[config.mk]
export PLATFORM = sky130hd
export DESIGN_NAME = irq_dispatch
export DESIGN_NICKNAME = d
export VERILOG_FILES = /design/src/rtl/irq_pkg.sv /design/src/rtl/irq_prio_sel.sv /design/src/rtl/irq_enable_ctrl.sv /design/src/rtl/irq_vec_seq.sv /design/src/rtl/irq_dispatch.sv
export SDC_FILE = /design/constraint.sdc
export NUM_CORES = 1
export LEC_CHECK = 0
export BUFFER_PORTS_ARGS = -buffer_cell sky130_fd_sc_hd__buf_2
export CAP_MARGIN = 5
export CORE_ASPECT_RATIO = 0.5
export CORE_MARGIN = 1.5
export CORE_UTILIZATION = 25
export DETAILED_ROUTE_END_ITERATION = 10
export GPL_TIMING_DRIVEN = 0
export PLACE_DENSITY = 0.61
export REMOVE_ABC_BUFFERS = 1
export SETUP_SLACK_MARGIN = 0.4
export SYNTH_ARGS = -nofsm -noshare
export SYNTH_HDL_FRONTEND = slang
export SYNTH_HIERARCHICAL = 1
export SYNTH_SLANG_ARGS = --single-unit
export TNS_END_PERCENT = 30
[constraint.sdc]
create_clock -name clk_i -period 1.52 [get_ports clk_i]
set_input_delay 0.304 -clock clk_i [delete_from_list [all_inputs] [get_ports clk_i]]
set_output_delay 0.304 -clock clk_i [all_outputs]
set_load 0.01 [all_outputs]
[src/rtl/irq_pkg.sv]
package irq_pkg;
  localparam int unsigned NSRC  = 5;
  localparam int unsigned IDX_W = $clog2(NSRC + 1);
  localparam int unsigned VEC_W = 16;
  localparam logic [VEC_W-1:0] VEC_BASE = 16'h0040;
  localparam logic [VEC_W-1:0] VEC_STEP = 16'h0008;
endpackage

[src/rtl/irq_prio_sel.sv]
module irq_prio_sel #(
  parameter int unsigned NSRC  = irq_pkg::NSRC,
  parameter int unsigned IDX_W = irq_pkg::IDX_W
) (
  input  logic             clk_i,
  input  logic             rst_ni,
  input  logic [NSRC-1:0]  act_i,
  output logic             found_o,
  output logic [IDX_W-1:0] idx_o,
  output logic [NSRC-1:0]  hit_o
);
  logic [NSRC:0] lower;

  assign lower[0] = 1'b0;
  for (genvar i = 0; i < NSRC; i++) begin : g_chain
    assign hit_o[i]     = act_i[i] & ~lower[i];
    assign lower[i+1]   = lower[i] | act_i[i];
  end

  assign found_o = lower[NSRC];

  always_comb begin
    idx_o = IDX_W'(NSRC);
    for (int i = 0; i < NSRC; i++)
      if (hit_o[i]) idx_o = IDX_W'(i);
  end

  // at most one winner, and it is an active source with nothing active below it
  a_r2_onehot_hit: assert property (@(posedge clk_i) disable iff (!rst_ni)
    $onehot0(hit_o));
  a_r2_lowest_wins: assert property (@(posedge clk_i) disable iff (!rst_ni)
    found_o |-> (act_i[idx_o] && ((act_i & ((NSRC'(1) << idx_o) - NSRC'(1))) == '0)));
endmodule

[src/rtl/irq_enable_ctrl.sv]
module irq_enable_ctrl #(
  parameter int unsigned EI_DLY = 2
) (
  input  logic clk_i,
  input  logic rst_ni,
  input  logic tick_i,
  input  logic ei_i,
  input  logic di_i,
  input  logic reti_i,
  input  logic take_i,
  output logic ime_o,
  output logic ime_eff_o
);
  localparam int unsigned CNT_W = $clog2(EI_DLY + 1);

  logic [CNT_W-1:0] cnt_q, cnt_d;
  logic             ime_q, ime_d;

  // enable lands at the fetch that drains the counter
  assign ime_eff_o = ime_q | (tick_i & ~di_i & (cnt_q == CNT_W'(1)));
  assign ime_o     = ime_q;

  always_comb begin
    cnt_d = cnt_q;
    if (di_i)                            cnt_d = '0;
    else if (reti_i)                     cnt_d = CNT_W'(1);
    else if (ei_i && cnt_q == '0)        cnt_d = CNT_W'(EI_DLY);
    else if (tick_i && cnt_q != '0)      cnt_d = cnt_q - CNT_W'(1);
  end

  always_comb begin
    if (di_i || take_i) ime_d = 1'b0;
    else                ime_d = ime_eff_o;
  end

  always_ff @(posedge clk_i or negedge rst_ni) begin
    if (!rst_ni) begin
      cnt_q <= '0;
      ime_q <= 1'b0;
    end else begin
      cnt_q <= cnt_d;
      ime_q <= ime_d;
    end
  end

  a_r7_di_clears: assert property (@(posedge clk_i) disable iff (!rst_ni)
    di_i |=> (!ime_q && cnt_q == '0));
  a_r7_reti_loads_one: assert property (@(posedge clk_i) disable iff (!rst_ni)
    (reti_i && !di_i) |=> (cnt_q == CNT_W'(1)));
  a_r6_ei_no_reload: assert property (@(posedge clk_i) disable iff (!rst_ni)
    (ei_i && !di_i && !reti_i && cnt_q != '0) |=> (cnt_q <= $past(cnt_q)));
  a_r6_set_only_on_drain: assert property (@(posedge clk_i) disable iff (!rst_ni)
    $rose(ime_q) |-> ($past(tick_i) && $past(cnt_q) == CNT_W'(1)));
endmodule

[src/rtl/irq_vec_seq.sv]
module irq_vec_seq #(
  parameter int unsigned VEC_DLY = 3
) (
  input  logic clk_i,
  input  logic rst_ni,
  input  logic take_i,
  output logic busy_o,
  output logic fire_o
);
  localparam int unsigned DLY_W = (VEC_DLY > 1) ? $clog2(VEC_DLY) : 1;

  logic [DLY_W-1:0] dly_q;
  logic             busy_q;

  assign busy_o = busy_q;
  assign fire_o = busy_q && (dly_q == '0);

  always_ff @(posedge clk_i or negedge rst_ni) begin
    if (!rst_ni) begin
      busy_q <= 1'b0;
      dly_q  <= '0;
    end else if (take_i) begin
      busy_q <= 1'b1;
      dly_q  <= DLY_W'(VEC_DLY - 1);
    end else if (busy_q) begin
      if (dly_q == '0) busy_q <= 1'b0;
      else             dly_q  <= dly_q - DLY_W'(1);
    end
  end

  a_r3_single_fire: assert property (@(posedge clk_i) disable iff (!rst_ni)
    fire_o |=> !fire_o);
  a_r8_no_take_while_busy: assert property (@(posedge clk_i) disable iff (!rst_ni)
    busy_q |-> !take_i);
endmodule

[src/rtl/irq_dispatch.sv]
module irq_dispatch #(
  parameter int unsigned NSRC     = irq_pkg::NSRC,
  parameter int unsigned IDX_W    = irq_pkg::IDX_W,
  parameter int unsigned VEC_W    = irq_pkg::VEC_W,
  parameter logic [15:0] VEC_BASE = irq_pkg::VEC_BASE,
  parameter logic [15:0] VEC_STEP = irq_pkg::VEC_STEP,
  parameter int unsigned VEC_DLY  = 3,
  parameter int unsigned EI_DLY   = 2,
  parameter int unsigned STOP_SRC = 4
) (
  input  logic             clk_i,
  input  logic             rst_ni,
  input  logic [NSRC-1:0]  req_set_i,
  input  logic [NSRC-1:0]  req_clr_i,
  input  logic [NSRC-1:0]  en_mask_i,
  input  logic             fetch_i,
  input  logic             prefix_i,
  input  logic             ei_i,
  input  logic             di_i,
  input  logic             reti_i,
  input  logic             halt_i,
  input  logic             stop_i,
  input  logic             jam_i,
  output logic             take_o,
  output logic             vec_valid_o,
  output logic [VEC_W-1:0] vec_o,
  output logic [IDX_W-1:0] src_o,
  output logic [NSRC-1:0]  req_o,
  output logic             pend_o,
  output logic             ime_o,
  output logic             halted_o,
  output logic             stopped_o,
  output logic             jammed_o,
  output logic             halt_wake_o,
  output logic             stop_wake_o
);
  logic [NSRC-1:0] req_q, act, hit, svc_clr;
  logic            halted_q, stopped_q, jammed_q;
  logic            tick, ime_eff, busy, fire, found;
  logic [IDX_W-1:0] idx;

  assign act    = req_q & en_mask_i;
  assign pend_o = |act;
  assign tick   = fetch_i & ~prefix_i;

  irq_enable_ctrl #(.EI_DLY(EI_DLY)) u_en (
    .clk_i, .rst_ni, .tick_i(tick), .ei_i, .di_i, .reti_i,
    .take_i(take_o), .ime_o, .ime_eff_o(ime_eff)
  );

  irq_prio_sel #(.NSRC(NSRC), .IDX_W(IDX_W)) u_sel (
    .clk_i, .rst_ni, .act_i(act), .found_o(found), .idx_o(idx), .hit_o(hit)
  );

  irq_vec_seq #(.VEC_DLY(VEC_DLY)) u_seq (
    .clk_i, .rst_ni, .take_i(take_o), .busy_o(busy), .fire_o(fire)
  );

  // decision: fetch boundary, or wake from halt with enable already on
  assign take_o = ~busy & ~jammed_q & pend_o &
                  ((tick & ime_eff) | (halted_q & ime_o));

  assign halt_wake_o = halted_q & pend_o;
  assign stop_wake_o = stopped_q & req_q[STOP_SRC];

  assign vec_valid_o = fire;
  assign src_o       = fire ? idx : IDX_W'(NSRC);
  assign vec_o       = (fire && found) ? VEC_BASE + VEC_W'(idx) * VEC_STEP : '0;
  assign svc_clr     = fire ? hit : '0;

  assign req_o     = req_q;
  assign halted_o  = halted_q;
  assign stopped_o = stopped_q;
  assign jammed_o  = jammed_q;

  always_ff @(posedge clk_i or negedge rst_ni) begin
    if (!rst_ni) begin
      req_q     <= '0;
      halted_q  <= 1'b0;
      stopped_q <= 1'b0;
      jammed_q  <= 1'b0;
    end else begin
      req_q <= (req_q & ~req_clr_i & ~svc_clr) | req_set_i;
      if (halt_i)           halted_q <= 1'b1;
      else if (halt_wake_o) halted_q <= 1'b0;
      if (stop_i)           stopped_q <= 1'b1;
      else if (stop_wake_o) stopped_q <= 1'b0;
      if (jam_i)            jammed_q <= 1'b1;
    end
  end

  a_r3_served_bit_clears: assert property (@(posedge clk_i) disable iff (!rst_ni)
    (vec_valid_o && src_o < IDX_W'(NSRC) && !req_set_i[src_o]) |=> !req_q[$past(src_o)]);
  a_r4_none_zero_vec: assert property (@(posedge clk_i) disable iff (!rst_ni)
    (vec_valid_o && src_o == IDX_W'(NSRC)) |-> (vec_o == '0));
  a_r8_take_clears_ime: assert property (@(posedge clk_i) disable iff (!rst_ni)
    take_o |=> !ime_o);
  a_r11_jam_blocks: assert property (@(posedge clk_i) disable iff (!rst_ni)
    jammed_q |-> !take_o);
  a_r11_jam_sticky: assert property (@(posedge clk_i) disable iff (!rst_ni)
    jammed_q |=> jammed_q);
  a_r9_wake_ends_halt: assert property (@(posedge clk_i) disable iff (!rst_ni)
    (halt_wake_o && !halt_i) |=> !halted_q);
  a_r10_stop_no_take: assert property (@(posedge clk_i) disable iff (!rst_ni)
    (stop_wake_o && !halted_q && !fetch_i) |-> !take_o);
endmodule

==> results.txt <==
Status: finished with violations
Failing checks: negative setup slack
Syn. warnings: 6
Antenna cells: 0
Critical Path AT: 1.54 ns
Chip height: 47.7 um
Most common cell after layout, fill and taps aside: buf_2
Cell Area, Placed: 0.00123 sq mm
Sequential cell area: 352 sq um
Synthesized area: 0.00100 sq mm
Root Buffer Master: clkbuf_8
Wire per inst: 11.1 um
Max_cap viols: 0
Clock Skew: 0.00595 ns
Area Overhead vs Synth: 60.9%
Final hold viol count: 0
Final worst path period need: 1.84 ns
Yosys cell types: 36
Post-synthesis sequential area ratio: 35.0%
RSZ-0062 raised after global routing: yes
CP max FO: 5
Post-synthesis area per instance: 9.27 sq um
First-pass DRT Iterations: 4
Vias in the first global route: 794
Maximum clock rate: 543 MHz
Maximum VDD drop: 0.000231 V
Filler cells: 393
IO Count: 58
Final setup TNS: -2.98 ns
Worst min-delay path category: input port to register
Mapped Cells: 108
Dpl ws: -0.736 ns
Crit end category: primary output
Final slew viol count: 0
Detailed-route wire length: 2530 um
Post-route ant nets: 0
Die width: 92.5 um
I/O Buffers: 45
H-tree depth: 1
Die area: 0.00442 sq mm
Placeable Area: 0.00386 sq mm
CP Launch Type: register
Global placement routability congestion: 0.635
Worst path cell trace: and2_4, buf_4, nor3b_2, nor3_2, and3_1, buf_2
Slowest stage cell, crit path: dfrtp_1
Residual DRC: 0
Period utilization: 121%
Seq cells post-synth: 14
Grt ovf: 0
WP data required: 1.22 ns
Starting density of the core: 25.9%
Critical path class: register to primary output
TritonCTS buffer count: 3
Setup WS post-layout: -0.320 ns
Clock sink count: 14
Initial DRC Count: 20
Commonest non-fill, non-tap cells in the layout: buf_2, dfrtp_1, buf_4
Vias per cell: 4.20
Vias: 957
First-pass GRT wire length: 3540 um
Clock Path Buffers: 2
Largest net degree at the start of global routing: 15
Layout cells sized above 1: 59.8%
P_leak: 0.802 nW
Worst hold slack: 0.233 ns
Gr usage total: 10.4%
Multi-input logic area: 653 sq um
Worst-path clk slew: 0.06 ns
Fin area: 0.00161 sq mm
Finish-stage setup viols: 15
CP peak stage delay: 0.41 ns
Detail Placement HPWL: 1690 um
Nets: 203
Power per Cell Area: 660 mW/mm^2
Tot Pwr: 1.06 mW
CTS tree: yes
Worst R2R Setup Slack: -0.20 ns
Cell Rows: 16
Clock Latency Late Sink: 0.25 ns
Initial antenna violation count: 0
==> layout make-up <==
cell class | instances | share of cell area [%]
Clock buffer | 4 | 3.42
Inverter | 12 | 2.80
Multi-Input combinational cell | 79 | 40.6
Sequential cell | 14 | 21.8
Tap cell | 54 | 4.20
Timing Repair Buffer | 65 | 27.2
==> worst paths after layout <==
path	start	end	depth (start not counted)
setup / recovery	req_o[1]	vec_o[3]	6
hold / removal	stop_i	stopped_o	2
setup reg to reg	u_en/cnt_q[1]	u_en/ime_o	11
hold reg to reg	stopped_o	stopped_o	1
max in group asynchronous	rst_ni	u_en/cnt_q[0]	2
min in group asynchronous	rst_ni	stopped_o	2
==> state kept, by name, indices dropped and copies added, names as in the netlist <==
signal	cells
stopped_o	1
u_en/ime_o	1
halted_o	1
u_en/cnt_q	2
req_o	5
u_seq/busy_o	1
u_seq/dly_q	2
jammed_o	1
==> routing by layer <==
layer / global-route usage, % / vias up / wire [um]
met4: 3.69 / 0 / 17
met5: 0 / - / 0
met2: 19.4 / 30 / 1350
met1: 12.6 / 456 / 1060
li1: - / 469 / -
met3: 2.06 / 2 / 97
==> per-stage QoR <==
stage	utilization, %	std cells
after CTS	38.9	222
after floorplan	-	105
final	41.7	228
after global placement	31.9	204
after global routing	41.7	228
after detailed placement	31.9	204
==> Yosys cell counts, drive strengths merged <==
library cell,number,area [sq um]
nor4b,1,8.76
and4bb,1,12.5
and3,3,18.8
and2b,1,8.76
ha,3,37.5
a21oi,1,5.00
nor3,3,15.0
mux2i,1,10.0
nor2,3,11.3
a22oi,2,15.0
conb,1,3.75
o221a,1,11.3
a211oi,2,15.0
buf,13,97.6
nand2,5,18.8
nor4,2,27.5
nor2b,4,25.0
mux2,2,26.3
nor3b,3,22.5
or2,3,18.8
nand2b,6,45.0
nand3b,1,7.51
and2,12,78.8
a21o,2,16.3
dfrtp,14,350
a222oi,1,10.0
a31o,4,35.0
inv,12,45.0
clkbuf,1,3.75
==> where the power goes <==
part / internal (mW) / switching [mW]
Clock: 0.230 / 0.139
Sequential: 0.391 / 0.0180
Combinational: 0.157 / 0.129
==> worst max-delay path, delay by kind of cell (launching register included) <==
family	cells	cell delay, ns
and+or+nand+nor	4	0.62
buffers and inverters	2	0.26
DFF	1	0.41
==> logic make-up after synthesis <==
group,after synthesis,synth area share (%)
AOI/OAI and AO/OA,13,10.7
adders and majority gates,3,3.75
buffers and inverters,26,14.6
DFF,14,35.0
muxes,3,3.62
other,1,0.375
and+or+nand+nor,48,31.9
==> timing repair <==
item	CTS	global route
buffers inserted	13	6
hold buffers	1	0
resized for setup	29	15
setup endpoints to repair	26	33
pin swaps	9	12
hold endpoints to repair	14	0
No activity file was read; power rests on OpenSTA's default activity.
